<file path="src/rtl/term_pkg.sv">
package term_pkg;

    typedef enum logic [3:0] {
        ST_IDLE,
        ST_ESC,
        ST_CURSW,
        ST_ATT_OPEN,
        ST_ATT_ESC,
        ST_ATT_SEL,
        ST_CLEAR,
        ST_FETCH,
        ST_STORE,
        ST_BLANK
    } state_t;

    typedef enum logic [3:0] {
        CMD_PRINT,
        CMD_RIGHT,
        CMD_LEFT,
        CMD_UP,
        CMD_DOWN,
        CMD_HOME,
        CMD_DEL,
        CMD_CR,
        CMD_LF,
        CMD_BS,
        CMD_ESC
    } cmd_t;

    localparam logic [7:0] CH_BS    = 8'h08;
    localparam logic [7:0] CH_LF    = 8'h0A;
    localparam logic [7:0] CH_CR    = 8'h0D;
    localparam logic [7:0] CH_ESC   = 8'h1B;
    localparam logic [7:0] CH_UP    = 8'h90;
    localparam logic [7:0] CH_RIGHT = 8'h91;
    localparam logic [7:0] CH_DOWN  = 8'h92;
    localparam logic [7:0] CH_LEFT  = 8'h93;
    localparam logic [7:0] CH_HOME  = 8'h94;
    localparam logic [7:0] CH_DEL   = 8'h99;
    localparam logic [7:0] CH_SPACE = 8'h20;

endpackage

</file>
<file path="src/rtl/term_code_decode.sv">
module term_code_decode
    import term_pkg::*;
(
    input  logic [7:0] code,
    output cmd_t       cmd
);

    always_comb begin
        unique case (code)
            CH_BS:    cmd = CMD_BS;
            CH_LF:    cmd = CMD_LF;
            CH_CR:    cmd = CMD_CR;
            CH_ESC:   cmd = CMD_ESC;
            CH_UP:    cmd = CMD_UP;
            CH_RIGHT: cmd = CMD_RIGHT;
            CH_DOWN:  cmd = CMD_DOWN;
            CH_LEFT:  cmd = CMD_LEFT;
            CH_HOME:  cmd = CMD_HOME;
            CH_DEL:   cmd = CMD_DEL;
            default:  cmd = CMD_PRINT;
        endcase
    end

endmodule

</file>
<file path="src/rtl/term_addr_map.sv">
module term_addr_map #(
    parameter int COLS   = 56,
    parameter int ROW_W  = 5,
    parameter int COL_W  = 6,
    parameter int ADDR_W = 11
) (
    input  logic [ROW_W-1:0]  row,
    input  logic [COL_W-1:0]  col,
    output logic [ADDR_W-1:0] addr
);

    assign addr = ADDR_W'(row) * ADDR_W'(COLS) + ADDR_W'(col);

endmodule

</file>
<file path="src/rtl/term_char_engine.sv">
module term_char_engine
    import term_pkg::*;
#(
    parameter int          COLS       = 56,
    parameter int          ROWS       = 31,
    parameter logic [7:0]  ATTR_RESET = 8'hBF,
    localparam int         COL_W      = $clog2(COLS),
    localparam int         ROW_W      = $clog2(ROWS),
    localparam int         ADDR_W     = $clog2(COLS * ROWS)
) (
    input  logic              clk,
    input  logic              rst_n,
    input  logic              in_valid,
    input  logic [7:0]        in_byte,
    output logic              busy,
    output logic [COL_W-1:0]  cursor_col,
    output logic [ROW_W-1:0]  cursor_row,
    output logic [ADDR_W-1:0] cursor_pos,
    output logic [7:0]        attr,
    output logic              cursor_on,
    output logic              scroll_up,
    output logic              buf_we,
    output logic              buf_re,
    output logic [ADDR_W-1:0] buf_addr,
    output logic [15:0]       buf_wdata,
    input  logic [15:0]       buf_rdata
);

    localparam logic [COL_W-1:0] LAST_COL = COL_W'(COLS - 1);
    localparam logic [ROW_W-1:0] LAST_ROW = ROW_W'(ROWS - 1);

    state_t           state_q, state_d;
    logic [COL_W-1:0] col_q, col_d;
    logic [ROW_W-1:0] row_q, row_d;
    logic [COL_W-1:0] wcol_q, wcol_d;
    logic [7:0]       attr_q, attr_d;
    logic             curs_q, curs_d;
    logic             scroll_q, scroll_d;
    logic             accept;
    logic [COL_W-1:0] acc_col;
    cmd_t             cmd;

    term_code_decode u_decode (
        .code (in_byte),
        .cmd  (cmd)
    );

    term_addr_map #(.COLS(COLS), .ROW_W(ROW_W), .COL_W(COL_W), .ADDR_W(ADDR_W)) u_cur_map (
        .row  (row_q),
        .col  (col_q),
        .addr (cursor_pos)
    );

    term_addr_map #(.COLS(COLS), .ROW_W(ROW_W), .COL_W(COL_W), .ADDR_W(ADDR_W)) u_buf_map (
        .row  (row_q),
        .col  (acc_col),
        .addr (buf_addr)
    );

    assign busy   = (state_q == ST_CLEAR) || (state_q == ST_FETCH) ||
                    (state_q == ST_STORE) || (state_q == ST_BLANK);
    assign accept = in_valid && !busy;

    // State register
    always_ff @(posedge clk) begin
        if (!rst_n) begin
            state_q  <= ST_IDLE;
            col_q    <= '0;
            row_q    <= '0;
            wcol_q   <= '0;
            attr_q   <= ATTR_RESET;
            curs_q   <= 1'b1;
            scroll_q <= 1'b0;
        end else begin
            state_q  <= state_d;
            col_q    <= col_d;
            row_q    <= row_d;
            wcol_q   <= wcol_d;
            attr_q   <= attr_d;
            curs_q   <= curs_d;
            scroll_q <= scroll_d;
        end
    end

    // Next-state logic
    always_comb begin
        state_d  = state_q;
        col_d    = col_q;
        row_d    = row_q;
        wcol_d   = wcol_q;
        attr_d   = attr_q;
        curs_d   = curs_q;
        scroll_d = 1'b0;
        unique case (state_q)
            ST_IDLE: begin
                if (accept) begin
                    unique case (cmd)
                        CMD_PRINT: begin
                            if (col_q == LAST_COL) begin
                                col_d = '0;
                                if (row_q == LAST_ROW) scroll_d = 1'b1;
                                else                   row_d = row_q + 1'b1;
                            end else begin
                                col_d = col_q + 1'b1;
                            end
                        end
                        CMD_RIGHT: if (col_q != LAST_COL) col_d = col_q + 1'b1;
                        CMD_LEFT:  if (col_q != '0)       col_d = col_q - 1'b1;
                        CMD_DOWN:  if (row_q != LAST_ROW) row_d = row_q + 1'b1;
                        CMD_UP:    if (row_q != '0)       row_d = row_q - 1'b1;
                        CMD_HOME: begin
                            col_d = '0;
                            row_d = '0;
                        end
                        CMD_CR: col_d = '0;
                        CMD_LF: begin
                            if (row_q == LAST_ROW) scroll_d = 1'b1;
                            else                   row_d = row_q + 1'b1;
                        end
                        CMD_DEL: begin
                            wcol_d  = col_q;
                            state_d = (col_q == LAST_COL) ? ST_BLANK : ST_FETCH;
                        end
                        CMD_BS: begin
                            if (col_q != '0) begin
                                col_d   = col_q - 1'b1;
                                wcol_d  = col_q - 1'b1;
                                state_d = ST_FETCH;
                            end
                        end
                        CMD_ESC: state_d = ST_ESC;
                    endcase
                end
            end
            ST_ESC: begin
                if (accept) begin
                    case (in_byte)
                        8'h54: begin  // 'T'
                            wcol_d  = col_q;
                            state_d = ST_CLEAR;
                        end
                        8'h57: begin  // 'W'
                            wcol_d  = col_q;
                            state_d = (col_q == LAST_COL) ? ST_BLANK : ST_FETCH;
                        end
                        8'h60:   state_d = ST_CURSW;    // '`'
                        8'h28:   state_d = ST_ATT_OPEN; // '('
                        default: state_d = ST_IDLE;
                    endcase
                end
            end
            ST_CURSW: begin
                if (accept) begin
                    if (in_byte == 8'h31)      curs_d = 1'b1;
                    else if (in_byte == 8'h30) curs_d = 1'b0;
                    state_d = ST_IDLE;
                end
            end
            ST_ATT_OPEN: begin
                if (accept) state_d = (in_byte == CH_ESC) ? ST_ATT_ESC : ST_IDLE;
            end
            ST_ATT_ESC: begin
                if (accept) state_d = (in_byte == 8'h47) ? ST_ATT_SEL : ST_IDLE;
            end
            ST_ATT_SEL: begin
                if (accept) begin
                    attr_d  = (in_byte == 8'h34) ? {attr_q[3:0], attr_q[7:4]} : ATTR_RESET;
                    state_d = ST_IDLE;
                end
            end
            ST_CLEAR: begin
                if (wcol_q == LAST_COL) state_d = ST_IDLE;
                else                    wcol_d  = wcol_q + 1'b1;
            end
            ST_FETCH: state_d = ST_STORE;
            ST_STORE: begin
                wcol_d  = wcol_q + 1'b1;
                state_d = (wcol_q + 1'b1 == LAST_COL) ? ST_BLANK : ST_FETCH;
            end
            ST_BLANK: state_d = ST_IDLE;
        endcase
    end

    // Buffer access outputs
    always_comb begin
        buf_we    = 1'b0;
        buf_re    = 1'b0;
        acc_col   = col_q;
        buf_wdata = {attr_q, in_byte};
        unique case (state_q)
            ST_IDLE:  buf_we = accept && (cmd == CMD_PRINT);
            ST_CLEAR: begin
                buf_we    = 1'b1;
                acc_col   = wcol_q;
                buf_wdata = {attr_q, CH_SPACE};
            end
            ST_FETCH: begin
                buf_re  = 1'b1;
                acc_col = wcol_q + 1'b1;
            end
            ST_STORE: begin
                buf_we    = 1'b1;
                acc_col   = wcol_q;
                buf_wdata = buf_rdata;
            end
            ST_BLANK: begin
                buf_we    = 1'b1;
                acc_col   = LAST_COL;
                buf_wdata = {attr_q, CH_SPACE};
            end
            default: ;
        endcase
    end

    assign cursor_col = col_q;
    assign cursor_row = row_q;
    assign attr       = attr_q;
    assign cursor_on  = curs_q;
    assign scroll_up  = scroll_q;

    // Assertions
    assert_cursor_in_range_R4: assert property (@(posedge clk) disable iff (!rst_n)
        (col_q <= LAST_COL) && (row_q <= LAST_ROW));

    assert_right_edge_hold_R4: assert property (@(posedge clk) disable iff (!rst_n)
        (accept && state_q == ST_IDLE && cmd == CMD_RIGHT && col_q == LAST_COL)
        |=> (col_q == LAST_COL));

    assert_scroll_on_last_row_R3: assert property (@(posedge clk) disable iff (!rst_n)
        scroll_q |-> (row_q == LAST_ROW));

    assert_single_access_R13: assert property (@(posedge clk) disable iff (!rst_n)
        !(buf_we && buf_re));

    assert_cursor_frozen_busy_R13: assert property (@(posedge clk) disable iff (!rst_n)
        busy |=> ($stable(row_q) && $stable(col_q)));

    assert_store_follows_fetch_R9: assert property (@(posedge clk) disable iff (!rst_n)
        (state_q == ST_STORE) |-> $past(buf_re));

endmodule

</file>
<file path="config.mk">
export PLATFORM = sky130hd
export DESIGN_NAME = term_char_engine
export DESIGN_NICKNAME = d
export VERILOG_FILES = /design/src/rtl/term_pkg.sv /design/src/rtl/term_code_decode.sv /design/src/rtl/term_addr_map.sv /design/src/rtl/term_char_engine.sv
export SDC_FILE = /design/constraint.sdc
export NUM_CORES = 1
export LEC_CHECK = 0
export BUFFER_PORTS_ARGS = -buffer_cell sky130_fd_sc_hd__buf_2
export CAP_MARGIN = 20
export CORE_ASPECT_RATIO = 0.5
export CORE_MARGIN = 2
export CORE_UTILIZATION = 59
export CTS_CLUSTER_SIZE = 10
export DETAILED_ROUTE_END_ITERATION = 10
export PLACE_DENSITY = 0.93
export SLEW_MARGIN = 20
export SYNTH_ARGS = -nofsm -noshare
export SYNTH_HDL_FRONTEND = slang
export SYNTH_SLANG_ARGS = --single-unit
export TNS_END_PERCENT = 50
</file>
<file path="constraint.sdc">
create_clock -name clk -period 7.4 [get_ports clk]
set_input_delay 0.37 -clock clk [delete_from_list [all_inputs] [get_ports clk]]
set_output_delay 0.37 -clock clk [all_outputs]
set_load 0.03 [all_outputs]
</file>
==> qor.yml <==
critical_path:
  critical_path_arrival_ns: 3.54
  crit_path_top_delay_cell: "dfxtp_1"
  critical_path_class: "reg -> out"
  crit_family: "simple AND/OR/NAND/NOR gates"
  critPathMaxStageDelay_ns: 0.62
  crit_chain: "or3b_1 > a21boi_0 > buf_4 > nand2_1 > nand2_1 > a22oi_1 > a31oi_1 > ha_1 > fa_1 > a21oi_1 > nor2_1 > xnor2_1 > buf_2"
  crit_required_ns: 7.03
  cpMostUsedCell: "nand2_1"
  start_kind: "register"
  path_max_fanout: 16
  endpoint_kind: "output pin"
  worst-path-buf-inv: 2
power:
  power_frac_clock: 0.282
  cellPowerDensity_mw_per_mm2: 182
  seqPwrFrac: 0.294
  p_leak_nw: 1.83
  internal_power_mw: 0.436
  ir_drop_mv: 0.117
  pwr-share-comb: 0.424
  power_switching_mw: 0.332
  swShare: 0.432
clock_network:
  ctsLongestPathBuffers: 2
  hold_buffers: 0
  cts_tree: "yes"
  cts_root_buffer: "clkbuf_16"
  post_cts_buffers: 0
  clk_latency_ns: 0.28
  numCtsBuffers: 5
  clock_sinks: 31
  path_clk_slew_ns: 0.05
  cts_resized: 0
  h-tree-depth: 2
placement:
  place_hpwl_um: 7750
  place_congestion: 0.990
  io_buffers: 88
  preCtsSetupSlack_ns: 3.83
grt:
  grt_pass1_wl_um: 16700
  grt_antenna_before_repair: 0
  grt_pass1_vias: 3509
  grt_overflow: 0
  track_usage: 0.306
  grt_max_degree: 31
layout:
  drive_gt1_frac: 0.220
  antenna_cells: 0
  fill_cells: 505
  syn_to_final_growth_pct: 14.9
  nets: 600
timing:
  worst_slew_pin_slew_ns: 1.00
  setup_violations: 0
  rsz0062_at_grt: "no"
  max_freq_mhz: 256
  timing.setup.tns_ns: 0
  final.min_clock_period_ns: 3.91
  fin_worst_skew_ns: 0.00671
  max_slew_margin: 0.328
  post-route-period-util: 0.529
  setup_slack_ns: 3.49
  slew_violations: 0
  hold_violations: 0
synth:
  synthDistinctLibCells: 75
  ys_warn_count: 0
  synth_edf_count: 0
  syn_area_mm2: 0.00367
  avgSynthCellArea_um2: 7.67
  synth_nets: 539
  async_flop_share: 0
  synth-seq-cells: 31
  seq_area_frac_synth: 0.169
  synth_cells: 479
  synth_ff_type: "dfxtp_1"
drt:
  drt_iter0_markers: 404
  drc: 0
  vias: 4088
  drtAntennaViolNets: 0
  wl_per_cell_um: 16.6
  viasPerCell: 6.50
  drtPass1Iterations: 5
  drt_wl_total_um: 10500
floorplan:
  rows: 20
  io_pins: 89
  fp.dieH_um: 59.8
  die_w_um: 116
  dieArea_mm2: 0.00691
  start_util: 0.609
  core_area_mm2: 0.00603
job:
  maxCapViolCount: 0
run_status:
  status: "completed"
hold_path:
  hold_path_class: "reg -> reg"
==> registers in the layout (all words and copies together) (netlist names) <==
signal / count
cursor_on: 1
scroll_up: 1
cursor_col: 6
attr: 8
wcol_q: 6
cursor_row: 5
state_q: 4
==> cells in the final DEF, fill, tap and decap left out, types with 5 or more instances in the layout <==
cell type and count:
nor2b_1 5, a31oi_1 9, xor2_1 12, a21o_1 7, inv_1 27, a22o_1 6, nor2_1 25, nor4_1 5
nand2_1 50, xnor2_1 13, or4_1 5, o21ai_0 21, nor3_1 18, and2_1 5, clkbuf_16 5, nand2b_1 9
mux2i_1 7, ha_1 25, nand3_1 15, mux2_2 6, buf_2 88, a21oi_1 24, o22ai_1 15, dfxtp_1 31
o2111ai_1 5, nand3b_1 7, fa_1 8
==> synth_stat cells, drive strengths merged, types with 6 or more instances <==
cell type / number / area [um2]
nor2: 26 / 100
clkbuf: 22 / 82.6
fa: 8 / 160
nand2b: 9 / 56.3
o21ai: 21 / 105
dfxtp: 31 / 621
buf: 14 / 95.1
nor3: 19 / 100
nand3b: 7 / 52.6
mux2i: 7 / 70.1
o22ai: 16 / 106
mux2: 6 / 67.6
ha: 25 / 313
a31oi: 9 / 56.3
nand3: 15 / 75.1
xor2: 12 / 105
a21o: 7 / 52.6
a22o: 6 / 52.6
xnor2: 13 / 114
a21oi: 25 / 129
nand2: 50 / 188
inv: 27 / 101
==> layer usage <==
| metal | vias to the layer above | GRT usage | share of wire |
|---|---|---|---|
| met1 | 1863 | 0.403 | 0.41 |
| met2 | 299 | 0.506 | 0.45 |
| met5 | - | 0 | 0 |
| met4 | 0 | 0.0878 | 0.018 |
| li1 | 1897 | - | - |
| met3 | 29 | 0.0761 | 0.13 |
==> stage by stage <==
| step | cells | total power [mW] | instance area (um2) | utilization | hold slack, ns |
|---|---|---|---|---|---|
| floorplan | 479 | 0.468 | 3670 | - | 0.522 |
| global placement | 621 | 0.535 | 4060 | 0.673 | 0.470 |
| detailed placement | 621 | 0.538 | 4060 | 0.673 | 0.479 |
| CTS | 629 | 0.757 | 4220 | 0.700 | 0.493 |
| global route | 629 | 0.809 | 4220 | 0.700 | 0.546 |
| finish | 629 | 0.768 | 4220 | 0.700 | 0.491 |
==> path summary, 6_finish.rpt <==
kind         startpoint           to  slack (ns)  cells after the start
max          state_q[3]  buf_addr[7]        3.49                     13
min             attr[6]      attr[2]        0.49                      2
max reg2reg  state_q[3]    wcol_q[5]        4.41                      6
min reg2reg     attr[6]      attr[2]        0.49                      2
==> cell type report <==
cell class	instances	area, um2	share of cell area
multi-input cells	385	2770	0.657
flip-flops and latches	31	621	0.147
repair buffers	90	455	0.108
clock buffers	7	153	0.0362
well taps	88	110	0.0261
inverters	27	101	0.0240
clock inverters	1	7.51	0.00178
==> cell families after synthesis <==
group / Yosys count / share of synthesized area
simple gates: 177 / 0.261
compound gates: 137 / 0.268
buf+inv: 63 / 0.0760
fa+ha+maj: 33 / 0.129
flops: 31 / 0.169
xor+xnor: 25 / 0.0596
mux: 13 / 0.0375
==> worst register-to-register path: stages (launching register included) <==
cell	delay, ns
dfxtp_1	0.62
or3b_1	0.53
a21oi_2	0.41
o22ai_1	0.16
a211oi_2	0.68
o2111ai_1	0.28
o211a_1	0.20
==> power by group through the flow <==
stage	clock (mW)	sequential (mW)	combinational, mW
final	0.217	0.226	0.326
after global routing	0.224	0.229	0.355
after CTS	0.218	0.223	0.316
after detailed placement	0	0.226	0.312
after global placement	0	0.225	0.310
after floorplan	0	0.209	0.260
Note: power is estimated with default switching activity, not from simulation.
